## config.mk

```make
export PLATFORM = sky130hd
export DESIGN_NAME = dbg_line_engine
export DESIGN_NICKNAME = d
export VERILOG_FILES = /design/src/rtl/dbg_pkg.sv /design/src/rtl/dbg_line_parser.sv /design/src/rtl/dbg_reply_tx.sv /design/src/rtl/dbg_line_engine.sv
export SDC_FILE = /design/constraint.sdc
export NUM_CORES = 1
export LEC_CHECK = 0
export BUFFER_PORTS_ARGS = -buffer_cell sky130_fd_sc_hd__buf_2
export CORE_ASPECT_RATIO = 1.5
export CORE_MARGIN = 2
export CORE_UTILIZATION = 35
export DETAILED_ROUTE_END_ITERATION = 12
export GPL_TIMING_DRIVEN = 0
export SETUP_SLACK_MARGIN = 0.3
export SLEW_MARGIN = 15
export SYNTH_ARGS = -nofsm -noshare
export SYNTH_HDL_FRONTEND = slang
export SYNTH_HIERARCHICAL = 1
export SYNTH_SLANG_ARGS = --single-unit
```

## constraint.sdc

```tcl
create_clock -name clk -period 3.2 [get_ports clk]
set_clock_uncertainty 0.1 [all_clocks]
set_input_delay 0.48 -clock clk [delete_from_list [all_inputs] [get_ports clk]]
set_output_delay 0.48 -clock clk [all_outputs]
set_load 0.03 [all_outputs]
```

## src/rtl/dbg_pkg.sv

```systemverilog
package dbg_pkg;
  localparam int WORD_W = 32;
  localparam int NIBS   = WORD_W / 4;
  localparam int IDX_W  = $clog2(NIBS + 1);

  typedef enum logic [2:0] {CMD_READ, CMD_WRITE, CMD_USER, CMD_RESET, CMD_BAD} cmd_e;
  typedef enum logic [2:0] {PS_START, PS_O, PS_R, PS_RADDR, PS_ADDR, PS_SP, PS_DATA, PS_BAD} pstate_e;
  typedef enum logic [1:0] {ST_USER, ST_COLLECT, ST_BUS, ST_REPLY} eng_e;

  localparam logic [7:0] CH_LF = 8'h0A;
  localparam logic [7:0] CH_CR = 8'h0D;
  localparam logic [7:0] CH_SP = 8'h20;
  localparam logic [7:0] CH_O  = 8'h6F;
  localparam logic [7:0] CH_R  = 8'h72;

  localparam logic [71:0] TXT_WR  = "wr done\n";
  localparam logic [71:0] TXT_USR = "user\n";
  localparam logic [71:0] TXT_RST = "rst done\n";
  localparam logic [71:0] TXT_BAD = "invalid\n";

  function automatic logic is_hex(logic [7:0] c);
    return (c >= 8'h30 && c <= 8'h39) || (c >= 8'h41 && c <= 8'h46) ||
           (c >= 8'h61 && c <= 8'h66);
  endfunction

  function automatic logic [3:0] hex_val(logic [7:0] c);
    return (c <= 8'h39) ? c[3:0] : c[3:0] + 4'd9;
  endfunction

  function automatic logic [7:0] nib_char(logic [3:0] n);
    return (n < 4'd10) ? (8'h30 + {4'h0, n}) : (8'h57 + {4'h0, n});
  endfunction

  function automatic logic [IDX_W-1:0] reply_last(cmd_e k);
    case (k)
      CMD_READ:  return IDX_W'(NIBS);
      CMD_WRITE: return IDX_W'(7);
      CMD_USER:  return IDX_W'(4);
      CMD_RESET: return IDX_W'(8);
      default:   return IDX_W'(7);
    endcase
  endfunction

  function automatic logic [7:0] pick(logic [71:0] s, int len, logic [IDX_W-1:0] i);
    return s[8*(len-1-int'(i)) +: 8];
  endfunction

  function automatic logic [7:0] reply_char(cmd_e k, logic [IDX_W-1:0] i, logic [WORD_W-1:0] w);
    logic [WORD_W-1:0] t;
    t = w >> (4 * (NIBS - 1 - int'(i)));
    case (k)
      CMD_READ:  return (int'(i) < NIBS) ? nib_char(t[3:0]) : CH_LF;
      CMD_WRITE: return pick(TXT_WR, 8, i);
      CMD_USER:  return pick(TXT_USR, 5, i);
      CMD_RESET: return pick(TXT_RST, 9, i);
      default:   return pick(TXT_BAD, 8, i);
    endcase
  endfunction
endpackage

```

## src/rtl/dbg_line_parser.sv

```systemverilog
module dbg_line_parser
  import dbg_pkg::*;
(
  input  logic              clk,
  input  logic              rst_n,
  input  logic              in_vld,
  input  logic [7:0]        in_byte,
  output logic              line_end,
  output cmd_e              cmd,
  output logic [WORD_W-1:0] addr_q,
  output logic [WORD_W-1:0] data_q
);
  localparam int CNT_W = $clog2(NIBS + 1);

  pstate_e          ps;
  logic [CNT_W-1:0] ndig;
  logic             is_term, hexc, full;
  logic [3:0]       nib;

  assign is_term  = (in_byte == CH_LF) || (in_byte == CH_CR);
  assign hexc     = is_hex(in_byte);
  assign nib      = hex_val(in_byte);
  assign full     = (ndig == CNT_W'(NIBS));
  assign line_end = in_vld && is_term && (ps != PS_START);

  always_comb begin
    case (ps)
      PS_ADDR:  cmd = CMD_READ;
      PS_DATA:  cmd = CMD_WRITE;
      PS_O:     cmd = CMD_USER;
      PS_RADDR: cmd = CMD_RESET;
      default:  cmd = CMD_BAD;
    endcase
  end

  always_ff @(posedge clk) begin
    if (!rst_n) begin
      ps <= PS_START; ndig <= '0; addr_q <= '0; data_q <= '0;
    end else if (in_vld) begin
      if (is_term) begin
        ps <= PS_START; ndig <= '0; addr_q <= '0; data_q <= '0;
      end else begin
        case (ps)
          PS_START: begin
            if (in_byte == CH_O) ps <= PS_O;
            else if (in_byte == CH_R) ps <= PS_R;
            else if (hexc) begin
              ps <= PS_ADDR; addr_q <= WORD_W'(nib); ndig <= CNT_W'(1);
            end else ps <= PS_BAD;
          end
          PS_R: begin
            if (hexc) begin
              ps <= PS_RADDR; addr_q <= WORD_W'(nib); ndig <= CNT_W'(1);
            end else ps <= PS_BAD;
          end
          PS_ADDR, PS_RADDR: begin
            if (hexc && !full) begin
              addr_q <= {addr_q[WORD_W-5:0], nib}; ndig <= ndig + 1'b1;
            end else if (in_byte == CH_SP && ps == PS_ADDR) begin
              ps <= PS_SP; ndig <= '0;
            end else ps <= PS_BAD;
          end
          PS_SP: begin
            if (in_byte == CH_SP) ps <= PS_SP;
            else if (hexc) begin
              ps <= PS_DATA; data_q <= WORD_W'(nib); ndig <= CNT_W'(1);
            end else ps <= PS_BAD;
          end
          PS_DATA: begin
            if (hexc && !full) begin
              data_q <= {data_q[WORD_W-5:0], nib}; ndig <= ndig + 1'b1;
            end else ps <= PS_BAD;
          end
          default: ps <= PS_BAD;
        endcase
      end
    end
  end
endmodule

```

## src/rtl/dbg_reply_tx.sv

```systemverilog
module dbg_reply_tx
  import dbg_pkg::*;
(
  input  logic              clk,
  input  logic              rst_n,
  input  logic              start,
  input  cmd_e              kind,
  input  logic [WORD_W-1:0] word,
  input  logic              tx_ready,
  output logic              tx_valid,
  output logic [7:0]        tx_byte,
  output logic              done
);
  logic              busy;
  logic [IDX_W-1:0]  idx;
  cmd_e              k_q;
  logic [WORD_W-1:0] w_q;
  logic              last;

  assign tx_valid = busy;
  assign tx_byte  = reply_char(k_q, idx, w_q);
  assign last     = (idx == reply_last(k_q));
  assign done     = busy && tx_ready && last;

  always_ff @(posedge clk) begin
    if (!rst_n) begin
      busy <= 1'b0; idx <= '0; k_q <= CMD_BAD; w_q <= '0;
    end else if (start) begin
      busy <= 1'b1; idx <= '0; k_q <= kind; w_q <= word;
    end else if (busy && tx_ready) begin
      if (last) busy <= 1'b0;
      else      idx  <= idx + 1'b1;
    end
  end
endmodule

```

## src/rtl/dbg_line_engine.sv

```systemverilog
module dbg_line_engine
  import dbg_pkg::*;
(
  input  logic        clk,
  input  logic        rst_n,
  input  logic        rx_valid,
  input  logic [7:0]  rx_data,
  output logic        rx_ready,
  output logic        tx_valid,
  output logic [7:0]  tx_data,
  input  logic        tx_ready,
  input  logic        usr_valid,
  input  logic [7:0]  usr_data,
  output logic        usr_ready,
  output logic        bus_req,
  output logic        bus_we,
  output logic [31:0] bus_addr,
  output logic [31:0] bus_wdata,
  input  logic        bus_ack,
  input  logic [31:0] bus_rdata,
  output logic        cpu_rst,
  output logic [31:0] boot_addr
);
  eng_e              st;
  cmd_e              cmd, cmd_q, rp_kind;
  logic              line_end, rp_start, rp_done, rp_valid, mode_user, is_bus_cmd;
  logic [7:0]        rp_byte;
  logic [WORD_W-1:0] p_addr, p_data;

  assign mode_user  = (st == ST_USER);
  assign rx_ready   = mode_user || (st == ST_COLLECT);
  assign bus_req    = (st == ST_BUS);
  assign bus_we     = (cmd_q == CMD_WRITE);
  assign is_bus_cmd = (cmd == CMD_READ) || (cmd == CMD_WRITE);

  dbg_line_parser u_parse (
    .clk(clk), .rst_n(rst_n),
    .in_vld(rx_valid && st == ST_COLLECT), .in_byte(rx_data),
    .line_end(line_end), .cmd(cmd), .addr_q(p_addr), .data_q(p_data)
  );

  assign rp_start = (st == ST_COLLECT && line_end && !is_bus_cmd) || (st == ST_BUS && bus_ack);
  assign rp_kind  = (st == ST_BUS) ? cmd_q : cmd;

  dbg_reply_tx u_reply (
    .clk(clk), .rst_n(rst_n), .start(rp_start), .kind(rp_kind), .word(bus_rdata),
    .tx_ready(tx_ready), .tx_valid(rp_valid), .tx_byte(rp_byte), .done(rp_done)
  );

  assign tx_valid  = mode_user ? usr_valid : rp_valid;
  assign tx_data   = mode_user ? usr_data  : rp_byte;
  assign usr_ready = mode_user ? tx_ready  : 1'b1;

  always_ff @(posedge clk) begin
    if (!rst_n) begin
      st <= ST_USER; cmd_q <= CMD_BAD; bus_addr <= '0; bus_wdata <= '0;
      cpu_rst <= 1'b0; boot_addr <= '0;
    end else begin
      cpu_rst <= 1'b0;
      case (st)
        ST_USER: if (rx_valid && rx_data == CH_LF) st <= ST_COLLECT;
        ST_COLLECT: if (line_end) begin
          cmd_q <= cmd;
          if (is_bus_cmd) begin
            st        <= ST_BUS;
            bus_addr  <= {p_addr[WORD_W-1:2], 2'b00};
            bus_wdata <= p_data;
          end else begin
            st <= ST_REPLY;
            if (cmd == CMD_RESET) begin
              cpu_rst   <= 1'b1;
              boot_addr <= p_addr;
            end
          end
        end
        ST_BUS: if (bus_ack) st <= ST_REPLY;
        default: if (rp_done)
          st <= (cmd_q == CMD_USER || cmd_q == CMD_RESET) ? ST_USER : ST_COLLECT;
      endcase
    end
  end
endmodule

```

After elaboration in Yosys (flattened, before gate mapping)
Index checks and enable logic that the tools add are counted.

word-level totals
  output and inout bits = 110
  memory bits (read-only) = 0
  logic and storage cells = 175
  latch bits = 0
  memory bits (writable) = 0
  register bits after elaboration = 211
  bits of input ports = 54
  memories = 0

operators by class
  multiply operators = 0
  bitwise gates (word level) = 5
  shifts and indexed selects = 5
  equality and inequality tests = 35
  reductions and logical operators = 48
  multiplexer cells = 52
  add/sub/neg operators = 8
  div/mod/pow operators = 0
  $lt $le $gt $ge = 8

operators with widths
  cell                                                             number
  two-way mux 32 bit                                               9
  indexed part select 72 x 32 -> 8 bit (first input constant)      4
  case mux 32 bit (3 select lines)                                 1
  case mux 32 bit (2 select lines)                                 1
  two-way mux 4 bit                                                9
  case mux 8 bit (4 select lines)                                  1
  >> shifter 32 x 32 -> 4 bit                                      1
  two-way mux 3 bit                                                8
  two-way mux 8 bit                                                3
  == test 3 x 2 -> 1 bit (second input constant)                   7
  case mux 4 bit (5 select lines)                                  1
  == test 8 x 4 -> 1 bit (second input constant)                   2
  == test 8 x 7 -> 1 bit (second input constant)                   2
  >= comparator 8 x 7 -> 1 bit (second input constant)             2
  less-or-equal comparator 8 x 7 -> 1 bit (second input constant)  2
  != test 3 x 2 -> 1 bit (second input constant)                   5
  case mux 3 bit (5 select lines)                                  1
  logical AND 1 bit                                                14
  == test 3 x 1 -> 1 bit (second input constant)                   4
  two-way mux 2 bit                                                6
  case mux 3 bit (4 select lines)                                  1
  AND reduction 5 bit                                              2
  subtractor 3 x 4 -> 5 bit (first input constant)                 2
  == test 3 bit (second input constant)                            3
  other kinds (35)                                                 70

Depth between registers and ports, before layout
  depth in word-level cells = 9
  mapped depth = 13
  depth with buffers taken out = 11

Hierarchy
The synthesis kept the hierarchy.

modules (own cells, without submodules)
  module           area each (µm²)  times used  cells each  sequential area each (µm²)
  dbg_line_engine  4048.9           1           476         2001.9
  dbg_line_parser  3380.7           1           410         1421.4
  dbg_reply_tx     2741.4           1           318         800.8

Worst setup path after synthesis
OpenSTA, ideal clock, no wires.

  kind = input port to flip-flop
  from = input rx_data[3]
  to = register u_reply.w_q[12]
  slack = 0.133 ns
  stages = 12
  data arrival time = 2.851 ns
  library setup time = 0.116 ns
  required time = 2.984 ns
  path buffers = 4
  cells stage by stage = buf_6 -> nor4b_1 -> and3_1 -> clkbuf_1 -> nand2_1 -> nor2_1 -> nand2_1 -> o21ai_0 -> buf_2 -> buf_2 -> mux2i_1 -> nor2b_1

between the ends
  longest elaborated chain between the ends = 7
  elaborated cells on any way between the ends = 8
  classes of those cells = eq/ne (2); reduce/logical (6)

ends and longest elaborated chain
  what                              line                   RTL
  start: declaration                dbg_line_engine.sv:7   input logic [7:0] rx_data,
  == test 8 x 4 -> 1 bit            dbg_line_parser.sv:20  assign is_term = (in_byte == CH_LF) || (in_byte == CH_CR);
  logical OR 1 bit *                dbg_line_parser.sv:20
  logical AND 1 bit * (2 in a row)  dbg_line_parser.sv:24  assign line_end = in_vld && is_term && (ps != PS_START);
  net line_end                      dbg_line_engine.sv:26  logic line_end, rp_start, rp_done, rp_valid, mode_user, is_bus_cmd;
  logical AND 1 bit * (2 in a row)  dbg_line_engine.sv:42  assign rp_start = (st == ST_COLLECT && line_end && !is_bus_cmd) || (st == ST_BUS && bus_ack);
  logical OR 1 bit *                dbg_line_engine.sv:42
  net rp_start                      dbg_line_engine.sv:26
  end signal: assignment            dbg_reply_tx.sv:27     busy <= 1'b0; idx <= '0; k_q <= CMD_BAD; w_q <= '0;
  end signal: assignment            dbg_reply_tx.sv:29     busy <= 1'b1; idx <= '0; k_q <= kind; w_q <= word;
  end: declaration                  dbg_reply_tx.sv:17     logic [WORD_W-1:0] w_q;

Mark *: on every way through the listed nets, which the timed path passes. The rest lies on a longest branch.
A chain may end at the register's enable or synchronous reset.

Worst setup path after layout
  from = register u_reply.idx[0]
  to = output tx_data[2]

between the ends
  longest elaborated chain between the ends = 7
  elaborated cells on any way between the ends = 16
  classes of those cells = add/sub (5); order compare (2); shift (5); mux (4)

ends and longest elaborated chain
  what                                                line                          RTL
  start: declaration                                  dbg_reply_tx.sv:15            logic [IDX_W-1:0] idx;
  start signal: assignment                            dbg_reply_tx.sv:32            else idx <= idx + 1'b1;
  subtractor 3 x 4 -> 5 bit                           dbg_pkg.sv:45, dbg_pkg.sv:50
  >> shifter 32 x 32 -> 4 bit                         dbg_pkg.sv:50                 t = w >> (4 * (NIBS - 1 - int'(i)));
  adder 7 x 4 -> 8 bit, or another cell as far along  dbg_pkg.sv:31                 return (n < 4'd10) ? (8'h30 + {4'h0, n}) : (8'h57 + {4'h0, n});
  two-way mux 8 bit                                   dbg_pkg.sv:31
  two-way mux 8 bit                                   dbg_pkg.sv:52                 CMD_READ: return (int'(i) < NIBS) ? nib_char(t[3:0]) : CH_LF;
  case mux 8 bit (4 select lines) *                   dbg_pkg.sv:51                 case (k)
  net rp_byte[2]                                      dbg_line_engine.sv:27         logic [7:0] rp_byte;
  two-way mux 8 bit *                                 dbg_line_engine.sv:51         assign tx_data = mode_user ? usr_data : rp_byte;
  end: declaration                                    dbg_line_engine.sv:10         output logic [7:0] tx_data,

Marked as above.

==> results.yml <==
detailed_routing:
  drt-initial-drc-count: 408
  viasPerCell: 5.031
  avgRoutedWirePerCell_um: 16.98
  vias: 9126
  ant_nets: 0
  drc: 0
  routed_wl_mm: 30.80
  firstDrtPassIters: 4
global_route:
  grt_max_degree: 14
  grt_pass1_wl_mm: 48.21
  gr-total-overflow: 0
  grt.total_usage_pct: 19.94
  antenna_found_initial: 0
  grt_pass1_vias: 9217
sta:
  fmax_mhz: 300.6
  period_minus_slack_ns: 3.327
  rsz0062_at_grt: "yes"
  fin_crit_sh_pct: 104.0
  max_slew_margin_pct: 45.41
  hold_violations: 0
  tightest_slew_ns: 0.8114
  setup_ws_ns: -0.1271
  setup_tns_ns: -0.6799
  finalMaxSlewViolations: 0
  finalSetupViolations: 7
logic_synthesis:
  synth_top_area_share_pct: 41.53
  synth.most_common_cell: "nand2_1"
  ys.flop_type: "dfxtp_1"
  yosysSeqAreaShare_pct: 41.53
  syn_area_um2: 10170
  yosysWarnings: 6
  synth_edf_count: 0
  synth_cell_type_count: 93
  synth_cells: 1204
  synth_area_per_cell_um2: 8.448
  synth_area_leaders: "dfxtp_1 42%, nand2_1 10%, a21boi_0 5.3%"
  yosysTopAreaCell: "dfxtp_1"
  synthArstFlopShare_pct: 0
  synth_common_cells: "270 x nand2_1, 211 x dfxtp_1, 83 x a21oi_1"
  ys_seq_elements: 211
pwr:
  cellPowerDensity_nw_per_um2: 445.9
  clock_power_share_pct: 46.4
  power_frac_seq_pct: 46.5
  switching_share_pct: 22.80
  comb_power_share_pct: 7.1
  p_sw_w: 0.001293
  intPower_w: 0.004380
  cellLeakagePower_nw: 4.716
  ir_worst_vdd_mv: 0.3243
  finalPower_w: 0.005674
setup_path:
  path_max_fanout: 8
  crit_family: "multiplexers"
  slowest_delay_ns: 0.54
  cp.arrival_ns: 2.75
  crit_type: "register to output port"
  crit_chain: "buf_6, buf_12, mux4_2, nand2_1, nand2_1, nand2_2, ha_4, a21oi_2, a31oi_2, o211ai_2, mux2_4, buf_6"
  cp-startpoint: "u_reply/idx[0]"
  critPathBufInv: 3
  worstReg2RegStart: "u_parse/ps[2]"
  reg2reg_depth: 7
  worstSetupStartpointType: "register"
  slowest_stage: "mux4_2"
  r2r-end: "u_parse/addr_q[26]"
  critical_path_required_ns: 2.62
  rrSetupSlack_ns: 0.47
  crit_path_end_kind: "output port"
floorplanning:
  core-area_um2: 28620
  rows: 76
  start_util_pct: 35.54
  dieHeight_um: 212.8
  die_area_um2: 30470
  die_w_um: 143.2
  ios: 164
clocking:
  clock-sinks: 211
  numCtsBuffers: 22
  tritoncts: "yes"
  clockBufferDepth: 3
  cts_hold_buf: 0
  clk_pin_slew_ns: 0.07
  insertion_delay_ns: 0.51
  htreeDepth: 1
  cts_root_buf: "clkbuf_16"
cells_and_area:
  area_delta_synth_final_pct: 25.11
  fillCellCount: 2877
  multi_input_area_um2: 5633
  fin_nets: 1479
  finalNonFillerCells: 1814
  seqCellArea_um2: 4229
  drive_above_1_share_pct: 25.51
flow_run:
  cap_violations: 0
place:
  dp_slack_ns: -0.6676
  io_buffers: 161
  dp_hpwl_mm: 23.19
  gp_congestion: 0.9222
  dp_cells: 1756
status:
  status: "finished, violations left"
  violations: "setup timing"
hold_path:
  hold_path.class: "input pin to register"
  min_path_cells: 3
  hold_start: "bus_rdata[2]"
  whs_endpoint: "u_reply/w_q[2]"
==> power by group through the flow <==
| stage | Sequential [W] | Combinational (W) | Clock (W) |
|---|---|---|---|
| final | 0.00264 | 0.000402 | 0.00263 |
| after global placement | 0.00270 | 0.000370 | 0 |
| after floorplan | 0.00270 | 0.000250 | 0 |
| after global routing | 0.00264 | 0.000437 | 0.00278 |
| after detailed placement | 0.00270 | 0.000372 | 0 |
| after CTS | 0.00264 | 0.000394 | 0.00269 |
==> through the flow <==
stage | instance area [um2] | hold slack (ns) | util (%)
2_1_floorplan | 10180 | 0.3414 | -
3_3_place_gp | 11470 | 0.3393 | 40.09
3_5_place_dp | 11470 | 0.3429 | 40.09
4_1_cts | 12570 | 0.1173 | 43.91
5_1_grt | 12720 | 0.1391 | 44.45
6_report | 12720 | 0.1279 | 44.46
==> flip-flops by register name, summed over array words and instances (netlist names), 4 cells and up <==
| name | flops |
|---|---|
| boot_addr | 32 |
| bus_wdata | 32 |
| u_parse/addr_q | 32 |
| u_parse/data_q | 32 |
| u_reply/w_q | 32 |
| bus_addr | 30 |
| u_parse/ndig | 4 |
| u_reply/idx | 4 |
==> area by class of cell <==
class | instances | share of cell area (%)
plain buffers | 91 | 4.297
clock buffers | 31 | 5.152
inverters | 18 | 0.5703
multi-input cells | 885 | 44.27
diodes | 1 | 0.01967
flip-flops and latches | 211 | 33.24
clock inverters | 5 | 0.6391
well taps | 390 | 3.835
repair buffers | 182 | 7.984
==> what timing repair did <==
item / 4_1_cts / 5_1_grt
resized for setup: 70 / 35
pin swaps: 11 / 9
gates cloned: 1 / 0
setup endpoints to repair: 170 / 184
setup buffers: 15 / 5
endpoints found under the hold margin: 0 / 0
==> per-layer routing <==
metal	global-route usage (%)	routed length, um
met4	8.296	1231
met3	3.633	1640
met5	0	0
met1	20.87	11510
met2	38.43	16420
==> how the worst max path moves through the flow <==
stage / to / slack, ns / cells after the start
floorplan: u_reply/w_q[12] / 0.28 / 13
detailed placement: u_reply/w_q[20] / -0.67 / 14
CTS: tx_data[2] / -0.15 / 12
finish: tx_data[2] / -0.13 / 12
global route: tx_data[0] / -0.22 / 11
global placement: u_reply/w_q[15] / -0.60 / 14
==> worst reg2reg max path, cell delays in order (launching register included) <==
cell and delay [ns]:
dfxtp_1 0.42, or3b_2 0.50, a32oi_1 0.35, nor3b_2 0.38, a2111o_1 0.28, clkbuf_1 0.38, nand2_1 0.12, a21oi_1 0.14
==> cells in the final DEF (no fill, tap or decap), types with 5 or more instances in the layout <==
master,Yosys,routed
nand2_1,270,268
dfxtp_1,211,209
buf_2,30,179
a21oi_1,83,80
a21boi_0,72,72
nand3_1,68,66
mux2i_1,46,46
nor2b_1,42,39
nand2b_1,38,37
clkbuf_1,42,35
nor2_1,34,34
buf_4,9,30
a21boi_1,25,25
clkbuf_16,0,23
inv_1,16,15
o21ai_0,19,15
buf_6,6,15
nor3_1,15,14
ha_1,14,12
mux2_2,14,11
clkbuf_2,1,9
or3_1,8,7
clkbuf_8,1,7
o21a_1,7,7
mux2_4,2,6
o211ai_1,6,6
and3_1,5,5
xnor2_1,6,5
a221o_1,5,5
a21oi_2,2,5
o21ai_1,2,5
==> cells by family (layout without fill, tap and decap cells) <==
group,after synthesis,after routing,synth area share (%)
buffers and inverters,109,327,5.425
and+or+nand+nor,522,522,24.62
DFF,211,211,41.53
muxes,67,67,7.369
adders and majority gates,14,14,1.722
other,2,4,0.07384
AOI/OAI and AO/OA,273,273,18.75
xor gates and xnor gates,6,6,0.5167
(Power assumes the default switching activity.)
